<file path="src/rtl/rxf_pkg.sv">
package rxf_pkg;
  typedef enum logic [1:0] {
    ST_IDLE  = 2'd0,
    ST_START = 2'd1,
    ST_DATA  = 2'd2,
    ST_STOP  = 2'd3
  } rxf_state_t;

  function automatic logic maj3(input logic a, input logic b, input logic c);
    return (a & b) | (a & c) | (b & c);
  endfunction
endpackage

</file>
<file path="src/rtl/rxf_sync.sv">
module rxf_sync #(
  parameter int STAGES = 2
) (
  input  logic clk,
  input  logic rst_n,
  input  logic d_i,
  output logic q_o
);
  logic [STAGES-1:0] chain;

  generate
    for (genvar g = 0; g < STAGES; g++) begin : g_stage
      if (g == 0) begin : g_first
        always_ff @(posedge clk or negedge rst_n) begin
          if (!rst_n) chain[0] <= 1'b1;
          else        chain[0] <= d_i;
        end
      end else begin : g_next
        always_ff @(posedge clk or negedge rst_n) begin
          if (!rst_n) chain[g] <= 1'b1;
          else        chain[g] <= chain[g-1];
        end
      end
    end
  endgenerate

  assign q_o = chain[STAGES-1];
endmodule

</file>
<file path="src/rtl/rxf_framer.sv">
module rxf_framer
  import rxf_pkg::*;
#(
  parameter int DATA_W = 8,
  parameter int OS     = 16
) (
  input  logic            clk,
  input  logic            rst_n,
  input  logic            hold_i,
  input  logic            tick_i,
  input  logic            rx_i,
  input  logic            mode9_i,
  output logic            done_o,
  output logic [DATA_W:0] word_o,
  output logic            ferr_o
);
  localparam int CNT_W  = $clog2(OS);
  localparam int BIDX_W = $clog2(DATA_W + 1);
  localparam int MID    = OS / 2;
  localparam logic [CNT_W-1:0] S_LO  = CNT_W'(MID - 1);
  localparam logic [CNT_W-1:0] S_MID = CNT_W'(MID);
  localparam logic [CNT_W-1:0] S_HI  = CNT_W'(MID + 1);
  localparam logic [CNT_W-1:0] S_END = CNT_W'(OS - 1);

  rxf_state_t         state;
  logic [CNT_W-1:0]   scnt;
  logic [BIDX_W-1:0]  bidx;
  logic [DATA_W:0]    shreg;
  logic [1:0]         smp;
  logic               vote;
  logic [BIDX_W-1:0]  last_idx;
  logic [CNT_W-1:0]   scnt_inc;

  assign vote     = maj3(smp[0], smp[1], rx_i);
  assign last_idx = mode9_i ? BIDX_W'(DATA_W) : BIDX_W'(DATA_W - 1);
  assign scnt_inc = (scnt == S_END) ? '0 : scnt + 1'b1;

  always_ff @(posedge clk or negedge rst_n) begin
    if (!rst_n) begin
      state <= ST_IDLE;
      scnt  <= '0;
      bidx  <= '0;
      shreg <= '0;
      smp   <= '0;
    end else if (hold_i) begin
      state <= ST_IDLE;
      scnt  <= '0;
      bidx  <= '0;
    end else if (tick_i) begin
      if (state == ST_IDLE) begin
        if (!rx_i) begin
          state <= ST_START;
          scnt  <= CNT_W'(1);
        end
      end else begin
        scnt <= scnt_inc;
        if (scnt == S_LO)  smp[0] <= rx_i;
        if (scnt == S_MID) smp[1] <= rx_i;
        case (state)
          ST_START: begin
            if (scnt == S_MID && rx_i) begin
              state <= ST_IDLE;
              scnt  <= '0;
            end else if (scnt == S_END) begin
              state <= ST_DATA;
              bidx  <= '0;
            end
          end
          ST_DATA: begin
            if (scnt == S_HI) shreg <= {vote, shreg[DATA_W:1]};
            if (scnt == S_END) begin
              if (bidx == last_idx) state <= ST_STOP;
              else                  bidx  <= bidx + 1'b1;
            end
          end
          ST_STOP: begin
            if (scnt == S_HI) begin
              state <= ST_IDLE;
              scnt  <= '0;
            end
          end
          default: state <= ST_IDLE;
        endcase
      end
    end
  end

  assign done_o = tick_i && !hold_i && (state == ST_STOP) && (scnt == S_HI);
  assign word_o = mode9_i ? shreg : {1'b0, shreg[DATA_W:1]};
  assign ferr_o = ~vote;
endmodule

</file>
<file path="src/rtl/rxf_fifo.sv">
module rxf_fifo #(
  parameter int W     = 10,
  parameter int DEPTH = 2
) (
  input  logic                       clk,
  input  logic                       rst_n,
  input  logic                       push_i,
  input  logic [W-1:0]               din_i,
  input  logic                       pop_i,
  output logic [W-1:0]               dout_o,
  output logic [$clog2(DEPTH+1)-1:0] count_o
);
  localparam int PTR_W = (DEPTH > 1) ? $clog2(DEPTH) : 1;
  localparam int CNT_W = $clog2(DEPTH + 1);
  localparam logic [PTR_W-1:0] LAST = PTR_W'(DEPTH - 1);

  logic [W-1:0]     mem [DEPTH];
  logic [PTR_W-1:0] wr_ptr, rd_ptr;
  logic [CNT_W-1:0] count;
  logic             do_pop;

  assign do_pop = pop_i && (count != '0);

  always_ff @(posedge clk) begin
    if (push_i) mem[wr_ptr] <= din_i;
  end

  always_ff @(posedge clk or negedge rst_n) begin
    if (!rst_n) begin
      wr_ptr <= '0;
      rd_ptr <= '0;
      count  <= '0;
    end else begin
      if (push_i) wr_ptr <= (wr_ptr == LAST) ? '0 : wr_ptr + 1'b1;
      if (do_pop) rd_ptr <= (rd_ptr == LAST) ? '0 : rd_ptr + 1'b1;
      case ({push_i, do_pop})
        2'b10:   count <= count + 1'b1;
        2'b01:   count <= count - 1'b1;
        default: count <= count;
      endcase
    end
  end

  assign dout_o  = mem[rd_ptr];
  assign count_o = count;
endmodule

</file>
<file path="src/rtl/rxf_uart_rx.sv">
module rxf_uart_rx #(
  parameter int DATA_W      = 8,
  parameter int OS          = 16,
  parameter int DEPTH       = 2,
  parameter int SYNC_STAGES = 2
) (
  input  logic              clk,
  input  logic              rst_n,
  input  logic              rx_i,
  input  logic              tick_i,
  input  logic              en_i,
  input  logic              mode9_i,
  input  logic              irq_en_i,
  input  logic              out_ready_i,
  output logic              out_valid_o,
  output logic [DATA_W-1:0] out_data_o,
  output logic              out_bit9_o,
  output logic              out_ferr_o,
  output logic              rx_ready_o,
  output logic              irq_o,
  output logic              overrun_o
);
  localparam int ENT_W = DATA_W + 2;
  localparam int CNT_W = $clog2(DEPTH + 1);
  localparam logic [CNT_W-1:0] FULL_CNT = CNT_W'(DEPTH);

  logic             rx_s;
  logic             hold;
  logic             done;
  logic [DATA_W:0]  word;
  logic             ferr;
  logic             pop, push, full;
  logic [ENT_W-1:0] head;
  logic [CNT_W-1:0] fifo_cnt;
  logic             overrun;

  rxf_sync #(.STAGES(SYNC_STAGES)) u_sync (
    .clk(clk), .rst_n(rst_n), .d_i(rx_i), .q_o(rx_s)
  );

  assign hold = !en_i || overrun;

  rxf_framer #(.DATA_W(DATA_W), .OS(OS)) u_framer (
    .clk(clk), .rst_n(rst_n), .hold_i(hold), .tick_i(tick_i), .rx_i(rx_s),
    .mode9_i(mode9_i), .done_o(done), .word_o(word), .ferr_o(ferr)
  );

  assign full = (fifo_cnt == FULL_CNT);
  assign pop  = out_valid_o && out_ready_i;
  assign push = done && (!full || pop);

  rxf_fifo #(.W(ENT_W), .DEPTH(DEPTH)) u_fifo (
    .clk(clk), .rst_n(rst_n), .push_i(push), .din_i({ferr, word}),
    .pop_i(pop), .dout_o(head), .count_o(fifo_cnt)
  );

  always_ff @(posedge clk or negedge rst_n) begin
    if (!rst_n)                     overrun <= 1'b0;
    else if (!en_i)                 overrun <= 1'b0;
    else if (done && full && !pop)  overrun <= 1'b1;
  end

  assign out_valid_o = (fifo_cnt != '0);
  assign out_data_o  = head[DATA_W-1:0];
  assign out_bit9_o  = head[DATA_W];
  assign out_ferr_o  = head[DATA_W+1];
  assign rx_ready_o  = out_valid_o;
  assign irq_o       = out_valid_o && irq_en_i;
  assign overrun_o   = overrun;
endmodule

</file>
<file path="config.mk">
export PLATFORM = sky130hd
export DESIGN_NAME = rxf_uart_rx
export DESIGN_NICKNAME = d
export VERILOG_FILES = /design/src/rtl/rxf_pkg.sv /design/src/rtl/rxf_sync.sv /design/src/rtl/rxf_framer.sv /design/src/rtl/rxf_fifo.sv /design/src/rtl/rxf_uart_rx.sv
export SDC_FILE = /design/constraint.sdc
export NUM_CORES = 1
export LEC_CHECK = 0
export BUFFER_PORTS_ARGS = -buffer_cell sky130_fd_sc_hd__buf_4
export CORE_ASPECT_RATIO = 1.1
export CORE_MARGIN = 5
export CORE_UTILIZATION = 30
export CTS_BUF_LIST = sky130_fd_sc_hd__clkbuf_4 sky130_fd_sc_hd__clkbuf_8
export DETAILED_ROUTE_END_ITERATION = 16
export GPL_TIMING_DRIVEN = 0
export RECOVER_POWER = 100
export SKIP_LAST_GASP = 1
export SLEW_MARGIN = 25
export SYNTH_ARGS = -nofsm -noshare
export SYNTH_HDL_FRONTEND = slang
export SYNTH_SLANG_ARGS = --single-unit
</file>
<file path="constraint.sdc">
create_clock -name clk -period 3.1 [get_ports clk]
set_clock_uncertainty 0.15 [all_clocks]
set_input_delay 0 -clock clk [delete_from_list [all_inputs] [get_ports clk]]
set_output_delay 0 -clock clk [all_outputs]
set_load 0.05 [all_outputs]
</file>
Word-level counts from Yosys, hierarchy flattened

Memories as Yosys holds them, arrays and structs flattened.
Cells that the tools add are included.
W data, S select, Z words.

Word-level logic and storage cells: 111
RAM bits: 20
ROM bits: 0
Memories kept: 1
Bits in latches: 0
Register bits: 28
Output and inout port bits: 14
Bits of input ports: 8

Reductions and logical operators: 27
Add/subtract/negate cells: 6
Shift operators: 0
Bitwise gates (word level): 8
Muxes and demuxes: 35
Divide/modulo/power cells: 0
Multipliers: 0
Order comparisons: 0
Equality and inequality tests: 22

Memories:

| name       | words | width | rd ports | clocked after Yosys merged registers in | write ports | line           | source |
|---|---|---|---|---|---|---|---|
| u_fifo.mem | 2     | 10    | 1        | 0                                       | 1           | rxf_fifo.sv:17 | `logic [W-1:0] mem [DEPTH];` |

Operators by type and width:

| kind                  | number |
|---|---|
| $mux W4               | 15 |
| $mux W2               | 9 |
| $pmux W4 S2           | 2 |
| $eq A4 B4 Y1 const B  | 3 |
| $ne A4 B1 Y1 const B  | 3 |
| $logic_and A1 B1 Y1   | 10 |
| $mux W9               | 1 |
| $ne A3 B2 Y1 const B  | 3 |
| $add A4 B1 Y4 const B | 2 |
| $eq A2 B2 Y1 const B  | 4 |
| $reduce_and A4 Y1     | 2 |
| $reduce_and A7 Y1     | 1 |
| $mux W1               | 6 |
| $ne A3 B1 Y1 const B  | 2 |
| $pmux W2 S3           | 1 |
| $reduce_and A6 Y1     | 1 |
| $reduce_bool A2 Y1    | 3 |
| $ne A5 B1 Y1 const B  | 1 |
| $reduce_and A5 Y1     | 1 |
| $eq A2 B1 Y1 const B  | 2 |
| $eq A4 B3 Y1 const B  | 1 |
| $eq A4 B4 Y1          | 1 |
| $logic_not A1 Y1      | 4 |
| $ne A2 B1 Y1 const B  | 2 |
| other kinds (11)      | 18 |

Depth between registers and ports, before layout

Gate-level depths: netlist of the first run.

Depth after elaboration: 10
Depth in mapped cells: 11
Depth with buffers taken out: 10

Cells and area by module

A second synthesis of the first run with hierarchy kept.

Cells, all modules: 181
Area, all modules: 2,404.8 um2

By module, submodules not included:

| module      | area an instance (um2) | instances | cells each | seq. area each (um2) |
|---|---|---|---|---|
| rxf_framer  | 1,348.8                | 1         | 122        | 525.5 |
| rxf_fifo    | 903.4                  | 1         | 46         | 700.7 |
| rxf_uart_rx | 100.1                  | 1         | 11         | 25.0 |
| rxf_sync    | 52.6                   | 1         | 2          | 52.6 |

Least setup slack after synthesis of the first run

OpenSTA, ideal clock, no wires.

Kind: register -> register
Start: register u_framer.scnt[1]
End: memory u_fifo.mem[1][0] (enable)
Setup slack: 678 ps
Stages on the path, launching flop included: 9
Arrival time: 1,896 ps
Path through: dfrtp_1 -> inv_1 -> ha_1 -> nand2_1 -> nor2_1 -> nand3_1 -> or3_1 -> buf_2 -> nor2_1

Cells in the longest elaborated chain, start to end: 5

Ends and longest elaborated chain:

| element                       | line              | source |
|---|---|---|
| from (decl)                   | rxf_framer.sv:26  | `logic [CNT_W-1:0] scnt;` |
| from (signal assigned)        | rxf_framer.sv:56  | `scnt <= scnt_inc;` |
| $eq A4 B4 Y1                  | rxf_framer.sv:88  | `assign done_o = tick_i && !hold_i && (state == ST_STOP) && (scnt == S_HI);` |
| $logic_and A1 B1 Y1           | rxf_framer.sv:88  |  |
| $logic_and A1 B1 Y1           | rxf_uart_rx.sv:50 | `assign push = done && (!full \|\| pop);` |
| $mux W1                       | rxf_fifo.sv:25    | `if (push_i) mem[wr_ptr] <= din_i;` |
| $mux W1 (not written as such) | rxf_fifo.sv:25    |  |
| to (decl)                     | rxf_fifo.sv:17    |  |

Every way passes these cells.

Worst setup path in the final report of the first run

Start: register u_framer.scnt[1]
End: memory u_fifo.mem[0][1] (enable)

The elaborated chain is that of the path after synthesis.

==> results of run 1 <==
metal layers:
metal / wire (µm) / up-vias
li1: - / 715
met5: 0 / -
met1: 1732 / 709
met4: 59 / 0
met2: 1970 / 17
met3: 149 / 5
critical path, cell delays in order (launching register included):
cell      delay (ns)
dfrtp_1         0.40
inv_1           0.12
ha_1            0.18
nand2_1         0.08
nor2_1          0.13
nand3_1         0.13
or3_1           0.38
clkbuf_1        0.16
nor2_1          0.68
per-stage QoR:
stage	worst slack (ns)	total power [W]	utilization [%]
after floorplan	0.6778	0.001273	-
after global placement	0.3138	0.001449	34.98
after detailed placement	0.2351	0.001453	34.98
after CTS	0.2179	0.001849	36.95
after global routing	0.1081	0.001844	36.01
final	0.3178	0.001749	36.01
registers in the layout, summed over array words and instances (netlist names):
register and flops:
u_framer.bidx 4, u_fifo.mem 20, overrun_o 1, u_framer.smp 2, u_sync.chain 1, u_fifo.rd_ptr 1, u_framer.shreg 9, u_framer.state 2
u_fifo.wr_ptr 1, u_framer.scnt 4, u_fifo.count_o 2, u_sync.q_o 1
timing repair:
action | 4_1_cts | 5_1_grt
endpoints found under the hold margin | 31 | 0
setup endpoints to repair | 0 | 0
resized for setup | 0 | 0
hold buffers | 5 | 0
synthesized netlist by cell type (3+ instances only):
library cell and number:
and2_1 3, dfrtp_1 26, edfxtp_1 20, ha_1 9, inv_1 6, mux2_2 28, mux2i_1 3, nand2_1 8
nand2b_1 5, nand3_1 4, nand4b_1 3, nor2_1 11, o21ai_0 5, xor2_1 4
where the power goes:
group	switching [W]	internal, W
clock	0.000205	0.000181
sequential	0.0000268	0.000689
combinational	0.000453	0.000194
total	0.000685	0.00106
area by class of cell:
type | instances | share of cell area [%]
clock buffers | 6 | 3.051
flip-flops and latches | 48 | 48.17
well taps | 105 | 4.854
repair buffers | 26 | 5.594
inverters | 6 | 0.8322
multi-input cells | 118 | 35.51
clock inverters | 2 | 0.5548
plain buffers | 6 | 1.433
kinds of logic (layout without fill, tap and decap cells):
family / Yosys count / count (layout) / share of synthesized area (%)
buffers and inverters: 12 / 46 / 2.673
XOR/XNOR: 7 / 7 / 2.941
flip-flops: 48 / 48 / 55.72
AND/OR/NAND/NOR: 50 / 50 / 12.57
AO/OA/AOI/OAI: 21 / 21 / 6.525
multiplexers: 31 / 31 / 14.76
adder cells (fa/ha/maj): 9 / 9 / 4.813
path summary, 6_finish.rpt:
kind | end | slack (ns) | cells after the start
max | u_fifo.mem[0][1] | 0.32 | 8
min | u_framer.scnt[0] | 0.04 | 3
max reg2reg | u_fifo.mem[0][1] | 0.32 | 8
min reg2reg | u_sync.q_o | 0.22 | 0
max in group asynchronous | u_framer.shreg[0] | 1.44 | 2
min in group asynchronous | u_framer.state[1] | 0.46 | 2
==> results.json, run 1 <==
{
  "layout-area-overhead-vs-synth_pct": 15.67,
  "outcome": "finished, violations left",
  "tightest_slew_ns": 1.545,
  "clk_latency_ns": 0.29,
  "start_util_pct": 31.14,
  "finalNonFillerCells": 317,
  "ioPinCount": 22,
  "die_y_um": 102.6,
  "postRouteAntennaNets": 0,
  "critical_path_class": "register to register",
  "portBuffers": 21,
  "syn_area_mm2": 0.002340,
  "synthFlopType": "dfrtp_1",
  "min_period_ns": 2.782,
  "crit_start": "u_framer.scnt[1]",
  "layout.nets": 228,
  "grt_antenna_before_repair": 0,
  "ys_ff_latch": 48,
  "peakVddDrop_mv": 0.1727,
  "die_x_um": 94.20,
  "power_density_mw_per_mm2": 646.2,
  "wirelength_um": 3913,
  "grt_max_degree": 29,
  "via_per_inst": 4.562,
  "initialDrtViolationCount": 68,
  "drt-wirelength-per-cell_um": 12.34,
  "cts_tree": "done",
  "cp_max_fo": 10,
  "overflow": 0,
  "final_area_mm2": 0.002706,
  "relSlewSlack_pct": -2.997,
  "period_share_pct": 89.75,
  "grt_use_met3_pct": 2.409,
  "globalplace.congestion": 0.7377,
  "dieArea_mm2": 0.009667,
  "grtUsageTotal_pct": 8.764,
  "clock_sinks": 48,
  "synth_cells": 178,
  "place_hpwl_um": 2747,
  "dp.cells": 304,
  "tns_ns": 0,
  "cts_setup_buffers": 0,
  "hold_class": "primary input to register",
  "synth.distinct_cells": 47,
  "final_common_cell": "dfrtp_1",
  "crit_path_end_kind": "register",
  "drc_errors": 0,
  "drv_slew": 29,
  "fmax_ghz": 0.3594,
  "max-clock-path-buffers": 2,
  "cp.arrival_ns": 2.56,
  "num_vias": 1446,
  "finalHoldViolations": 0,
  "syn-num-nets": 195,
  "setup_viol": 0,
  "dpl-instance-area_mm2": 0.002629,
  "rsz0062_at_grt": "no",
  "drive_gt1_share_pct": 21.70,
  "crit_path_start_kind": "register",
  "grt_pass1_wl_um": 6741,
  "seq_area_mm2": 0.001304,
  "cts-buffers-inserted": 5,
  "groute.layer.met1.usage_pct": 10.62,
  "synth_edf_count": 20,
  "grt_busiest_layer": "met2",
  "path_clk_slew_ns": 0.09,
  "synth.top_cell.area_share_pct": 27.81,
  "p_leak_nw": 1.096,
  "synthTopCellsByArea": "dfrtp_1 (28%), edfxtp_1 (26%), mux2_2 (13%)",
  "ys_seq_area_share_pct": 55.72,
  "synth_top_area_cell": "dfrtp_1",
  "multiInputGateArea_um2": 960.9,
  "placementRows": 33,
  "synth.avg_cell_area_um2": 13.14,
  "hold_slack_ns": 0.03773,
  "synthArstFlopShare_pct": 58.33,
  "root_buffer": "clkbuf_8",
  "synth.yosys.warnings": 0,
  "grt_pass1_vias": 1431,
  "drv_cap": 1,
  "most-common-layout-cells": "dfrtp_1 (26), mux2_2 (23), edfxtp_1 (20)",
  "drtPass1Iterations": 4,
  "n_fill_cell": 771,
  "antenna_cells": 0,
  "violations": "capacitance limit, slew limit",
  "core-area_mm2": 0.007515,
  "reg2reg_from": "u_framer.scnt[1]",
  "crit_required_ns": 2.88,
  "h-tree-depth": 2,
  "min_from": "tick_i",
  "met2_usage_pct": 15.07
}
Note: power is estimated with default switching activity, not from simulation.
==> inputs of run 2 (changes only) <==
--- a/config.mk
+++ b/config.mk
@@ -5,6 +5,7 @@
 export SDC_FILE = /design/constraint.sdc
 export NUM_CORES = 1
 export LEC_CHECK = 0
+export ABC_AREA = 1
 export BUFFER_PORTS_ARGS = -buffer_cell sky130_fd_sc_hd__buf_4
 export CORE_ASPECT_RATIO = 1.1
 export CORE_MARGIN = 5
==> run 2 against run 1 <==
  * The run still ends with capacitance limit, slew limit left
  * Fmax is 14% higher
  * Worst hold slack better by 0.17 ns
  * Synthesized cell count grew 56%
  * Clock power is 36% higher
  * Sequential share of layout area fell by 2.9 points
  * Cell count increased by 33%
  * Clock-buffer cell count did not move
  * Critical path depth down 2
  * Power rose by 4.0%
  * Synthesized area rose by 8.3%
  * Design area is 6.5% higher
  * Combinational power down 11%
  * Largest power group unchanged
==> results.json, run 2 <==
{
  "relSlewSlack_pct": -2.576,
  "finalNonFillerCells": 423,
  "final_area_mm2": 0.002883,
  "ys_seq_area_share_pct": 51.46,
  "wirelength_um": 4471,
  "layout.nets": 328,
  "path_clk_slew_ns": 0.09,
  "drv_cap": 1,
  "syn-num-nets": 294,
  "ys_ff_latch": 48,
  "via_per_inst": 4.296,
  "p_seq_share_pct": 39.4,
  "top_regs": "u_fifo.mem: 20 flops, u_framer.shreg: 9 flops",
  "start_util_pct": 30.45,
  "synthMostInstantiatedCell": "nand2_1",
  "p_switching_w": 0.0006646,
  "place_hpwl_um": 3402,
  "place_ws_ns": 0.7349,
  "synth.top_cell.area_share_pct": 25.68,
  "outcome": "finished, violations left",
  "crit_required_ns": 3.15,
  "clock_sinks": 48,
  "synth.avg_cell_area_um2": 9.147,
  "synth.distinct_cells": 35,
  "p_leak_nw": 1.244,
  "peakVddDrop_mv": 0.1731,
  "tightest_slew_ns": 1.539,
  "largest_reg_flops": 20,
  "synth.yosys.warnings": 0,
  "synthArstFlopShare_pct": 58.33,
  "power_density_mw_per_mm2": 630.7,
  "num_vias": 1817,
  "globalplace.congestion": 0.8421,
  "drive_gt1_share_pct": 9.936,
  "synthFlopType": "dfrtp_1",
  "critical-path-slowest-cell": "nor2_1",
  "grtUsageTotal_pct": 9.271,
  "h-tree-depth": 2,
  "final_common_cell": "nand2_1",
  "hold_class": "primary input to register",
  "crit_path_start_kind": "register",
  "grt_antenna_before_repair": 0,
  "tns_ns": 0,
  "setup_viol": 0,
  "drc_errors": 0,
  "dieArea_mm2": 0.01039,
  "n_fill_cell": 887,
  "power_frac_comb_pct": 31.8,
  "portBuffers": 20,
  "root_buffer": "clkbuf_8",
  "cp.arrival_ns": 2.49,
  "hold_slack_ns": 0.2112,
  "synth_edf_count": 20,
  "die_y_um": 106.4,
  "core-area_mm2": 0.008320,
  "rsz0062_at_grt": "no",
  "ioPinCount": 22,
  "syn_area_mm2": 0.002534,
  "cts_tree": "done",
  "p_int_w": 0.001154,
  "drtPass1Iterations": 4,
  "postRouteAntennaNets": 0,
  "cp_max_fo": 10,
  "period_share_pct": 78.80,
  "overflow": 0,
  "drv_slew": 29,
  "worstPathCellList": "inv_1, ha_1, nor2_1, nand3_1, clkbuf_1, o21ai_0",
  "initialDrtViolationCount": 98,
  "most-common-layout-cells": "nand2_1 (90), inv_1 (33), dfrtp_1 (26)",
  "fmax_ghz": 0.4094,
  "synthTopCellsByArea": "dfrtp_1 (26%), edfxtp_1 (24%), nand2_1 (13%)",
  "finalHoldViolations": 0,
  "setup_ws_ns": 0.6573,
  "power.share.clock_pct": 28.9,
  "cts-buffers-inserted": 5,
  "grt_pass1_wl_um": 8155,
  "placementRows": 35,
  "layout-area-overhead-vs-synth_pct": 13.78,
  "grt_max_degree": 29,
  "top_register": "u_fifo.mem",
  "synth_top_area_cell": "dfrtp_1",
  "dp.cells": 408,
  "critical_path_class": "register to register",
  "antenna_cells": 0,
  "max_stage_delay_ns": 0.51,
  "synth_cells": 277,
  "clk_latency_ns": 0.29,
  "violations": "capacitance limit, slew limit",
  "drt-wirelength-per-cell_um": 10.57,
  "max-clock-path-buffers": 2,
  "swShare_pct": 36.55,
  "yosys-top-cells-count": "nand2_1 (89), inv_1 (32), dfrtp_1 (26)",
  "crit_path_end_kind": "register",
  "die_x_um": 97.63,
  "dpl-instance-area_mm2": 0.002823,
  "min_period_ns": 2.443,
  "grt_pass1_vias": 1861
}
[run 2: changes by cell type after synthesis, moves of 4 or more]
cell | before | now
inv_1 | 6 | 32
nand3_1 | 4 | 16
a21oi_1 | 2 | 7
nand2b_1 | 5 | 0
nor2_2 | 0 | 4
o21ai_2 | 0 | 10
mux2_2 | 28 | 0
o21ai_0 | 5 | 13
nand2_1 | 8 | 89
[run 2: final timing paths]
check                                          to  slack (ns)  depth (start not counted)               from
worst min register to register         u_sync.q_o        0.22                          0    u_sync.chain[0]
max in group asynchronous       u_framer.shreg[5]        1.44                          2              rst_n
worst max register to register  u_framer.shreg[6]        0.66                          6  u_framer.state[0]
worst min-delay path              u_sync.chain[0]        0.21                          2               rx_i
min in group asynchronous        u_framer.scnt[2]        0.46                          2              rst_n
worst max-delay path            u_framer.shreg[6]        0.66                          6  u_framer.state[0]
[run 2: power groups by stage]
stage               combinational (W)  clock (W)  sequential (W)
floorplan                    0.000490          0        0.000723
CTS                          0.000665   0.000546        0.000717
finish                       0.000578   0.000525        0.000716
detailed placement           0.000659          0        0.000729
global placement             0.000653          0        0.000728
global route                 0.000640   0.000581        0.000723
[run 2: per-layer routing]
layer / vias up / GRT usage [%] / share of wire, %
met1: 823 / 10.60 / 43
met2: 32 / 17.09 / 51
li1: 955 / - / -
met5: - / 0 / 0
met4: 0 / 2.868 / 1.5
met3: 7 / 2.100 / 4.2
[run 2: critical path: cells and delay by family (launching register included)]
| family | cells | cell delay (ns) |
|---|---|---|
| adder cells (fa/ha/maj) | 1 | 0.24 |
| AND/OR/NAND/NOR | 2 | 0.92 |
| buffers and inverters | 2 | 0.40 |
| flip-flops | 1 | 0.41 |
| AO/OA/AOI/OAI | 1 | 0.23 |
[run 2: kinds of logic (layout without fill, tap and decap cells)]
family	after synthesis	in the layout	share of synthesized area (%)
AO/OA/AOI/OAI	35	35	8.938
XOR/XNOR	4	4	1.383
adder cells (fa/ha/maj)	9	9	4.445
buffers and inverters	42	77	7.111
flip-flops	48	48	51.46
AND/OR/NAND/NOR	139	139	26.67
[run 2: through the flow]
step | power (W) | util, %
floorplan | 0.001213 | -
global placement | 0.001380 | 33.92
detailed placement | 0.001388 | 33.92
CTS | 0.001928 | 36.41
global route | 0.001944 | 34.65
finish | 0.001818 | 34.65
[run 2: timing repair]
| item | 4_1_cts | 5_1_grt |
|---|---|---|
| hold buffers | 7 | 0 |
| endpoints found under the hold margin | 49 | 0 |
| resized for setup | 0 | 0 |
| buffers inserted | 0 | 0 |
[run 2: final cells by class]
cell class | instances | area, µm² | area share (%)
timing repair buffer | 27 | 163.9 | 5.686
multi-input combinational | 187 | 970.9 | 33.68
tap | 111 | 138.9 | 4.818
clock buffer | 6 | 76.32 | 2.648
buffer | 7 | 37.54 | 1.302
inverter | 35 | 131.4 | 4.557
clock inverter | 2 | 60.06 | 2.083
sequential | 48 | 1304 | 45.23
==> inputs of run 3 (changes only) <==
--- a/config.mk
+++ b/config.mk
@@ -5,7 +5,7 @@
 export SDC_FILE = /design/constraint.sdc
 export NUM_CORES = 1
 export LEC_CHECK = 0
-export ABC_AREA = 1
+export ABC_AREA = 0
 export BUFFER_PORTS_ARGS = -buffer_cell sky130_fd_sc_hd__buf_4
 export CORE_ASPECT_RATIO = 1.1
 export CORE_MARGIN = 5
==> constraint.sdc (replaced) <==
create_clock -name clk -period 2.2 [get_ports clk]
set_clock_uncertainty 0.15 [all_clocks]
set_input_delay 0 -clock clk [delete_from_list [all_inputs] [get_ports clk]]
set_output_delay 0 -clock clk [all_outputs]
set_load 0.05 [all_outputs]
==> run 3 against run 2 <==
  * The run now ends clean
  * Design area decreased by 0.39%
  * Cell count decreased by 23%
  * Via count decreased by 19%
  * Flip-flop and latch count unchanged
  * Clock power increased by 19%
  * Register-to-register slack got worse by 0.56 ns
  * Critical path type unchanged
==> results.json, run 3 (synthesis results as in run 1) <==
{
  "outcome": "finished, final reports clean",
  "power_density_mw_per_mm2": 908.2,
  "max-clock-path-buffers": 2,
  "period_share_pct": 95.63,
  "crit_path_start_kind": "register",
  "place_ws_ns": -0.3420,
  "grt_use_met3_pct": 2.044,
  "clock_sinks": 48,
  "placementRows": 33,
  "grt_busiest_layer": "met2",
  "critical_path_class": "register to register",
  "fmax_ghz": 0.4753,
  "drv_slew": 0,
  "cts_tree": "done",
  "root_buffer": "clkbuf_8",
  "core-area_mm2": 0.007515,
  "final_common_cell": "dfrtp_1",
  "setup_viol": 0,
  "drt-wirelength-per-cell_um": 12.44,
  "path_clk_slew_ns": 0.09,
  "grt_pass1_vias": 1495,
  "dieArea_mm2": 0.009667,
  "layout-area-overhead-vs-synth_pct": 22.73,
  "tightest_slew_ns": 1.495,
  "rsz0062_at_grt": "no",
  "crit_required_ns": 2.27,
  "seq_area_mm2": 0.001304,
  "clk_latency_ns": 0.29,
  "finalHoldViolations": 0,
  "cts-buffers-inserted": 5,
  "crit_path_end_kind": "register",
  "grt_max_degree": 29,
  "portBuffers": 21,
  "groute.layer.met1.usage_pct": 10.52,
  "h-tree-depth": 2,
  "relSlewSlack_pct": 0.3055,
  "max_stage_delay_ns": 0.42,
  "place_hpwl_um": 2793,
  "num_vias": 1479,
  "most-common-layout-cells": "dfrtp_1 (26), mux2_2 (24), edfxtp_1 (20)",
  "grt_pass1_wl_um": 6934,
  "n_fill_cell": 746,
  "top_register": "u_fifo.mem",
  "critical-path-slowest-cell": "or3_4",
  "met2_usage_pct": 15.99,
  "die_y_um": 102.6,
  "setup_ws_ns": 0.09613,
  "globalplace.congestion": 0.7248,
  "drive_gt1_share_pct": 34.70,
  "layout.nets": 235,
  "largest_reg_flops": 20,
  "hold_class": "primary input to register",
  "postRouteAntennaNets": 0,
  "antenna_cells": 0,
  "overflow": 0,
  "min_period_ns": 2.104,
  "via_per_inst": 4.565,
  "final_area_mm2": 0.002872,
  "drc_errors": 0,
  "start_util_pct": 31.14,
  "grtUsageTotal_pct": 9.104,
  "drtPass1Iterations": 4,
  "top_regs": "u_fifo.mem: 20 flops, u_framer.shreg: 9 flops",
  "initialDrtViolationCount": 60,
  "p_leak_nw": 1.185,
  "peakVddDrop_mv": 0.3007,
  "drv_cap": 0,
  "worstPathCellList": "inv_2, ha_4, nand2_2, nor2_2, nand3_2, or3_4, ha_4, xnor2_2, nor2_2, xor2_1",
  "die_x_um": 94.20,
  "ioPinCount": 22,
  "cp.arrival_ns": 2.17,
  "grt_antenna_before_repair": 0,
  "dpl-instance-area_mm2": 0.002636,
  "cp_max_fo": 4,
  "wirelength_um": 4030,
  "multiInputGateArea_mm2": 0.001032
}
==> run 3: critical path, delay by kind of cell (launching register included) <==
| family | cells | cell delay (ns) |
|---|---|---|
| flops | 1 | 0.39 |
| fa+ha+maj | 2 | 0.31 |
| buf+inv | 1 | 0.08 |
| xor+xnor | 2 | 0.29 |
| simple gates | 5 | 0.81 |
==> run 3: cell type report <==
class	instances	area share, %
sequential	48	45.40
inverter	6	0.7843
multi-input combinational	118	35.95
clock inverter	3	1.481
tap	105	4.575
buffer	5	1.220
clock buffer	5	2.397
timing repair buffer	34	8.192
==> run 3: report_power, final <==
part / switching (W) / internal, W
Combinational: 0.000657 / 0.000318
Clock: 0.000286 / 0.000337
Sequential: 0.0000398 / 0.000971
Total: 0.000983 / 0.00163
==> run 3: routing by layer <==
| metal | wire (µm) | up-vias |
|---|---|---|
| met2 | 2108 | 16 |
| met1 | 1728 | 727 |
| met3 | 106 | 6 |
| li1 | - | 730 |
| met5 | 0 | - |
| met4 | 87 | 0 |
==> run 3: worst paths after layout <==
path	start	endpoint	slack, ns	cells past startpoint
worst min register to register	u_sync.chain[0]	u_sync.q_o	0.21	0
max in group asynchronous	rst_n	u_framer.smp[1]	0.58	2
min in group asynchronous	rst_n	u_framer.state[1]	0.44	2
worst min-delay path	mode9_i	u_fifo.mem[0][8]	0.05	3
worst max register to register	u_framer.scnt[1]	u_fifo.count_o[1]	0.1	10
worst max-delay path	u_framer.scnt[1]	u_fifo.count_o[1]	0.1	10
==> run 3: through the flow <==
step | total power (W) | hold WS (ns) | utilization, % | cells | setup TNS, ns
final | 0.002608 | 0.04663 | 38.21 | 324 | 0
after global routing | 0.002747 | 0.05120 | 38.21 | 324 | 0
after CTS | 0.002727 | 0.01142 | 38.71 | 324 | 0
after detailed placement | 0.002048 | -0.2046 | 35.08 | 304 | -6.677
after global placement | 0.002039 | -0.2054 | 35.08 | 304 | -5.422
after floorplan | 0.001794 | -0.4456 | - | 178 | 0
==> run 3: repair_timing <==
item                                    in CTS  in global routing
cloned                                       0                  0
buffers inserted                             7                  1
hold endpoints to repair                    32                  0
endpoints found under the setup margin      22                 15
hold buffers                                 5                  0
resized for setup                            9                  5
pin swaps                                    4                  6
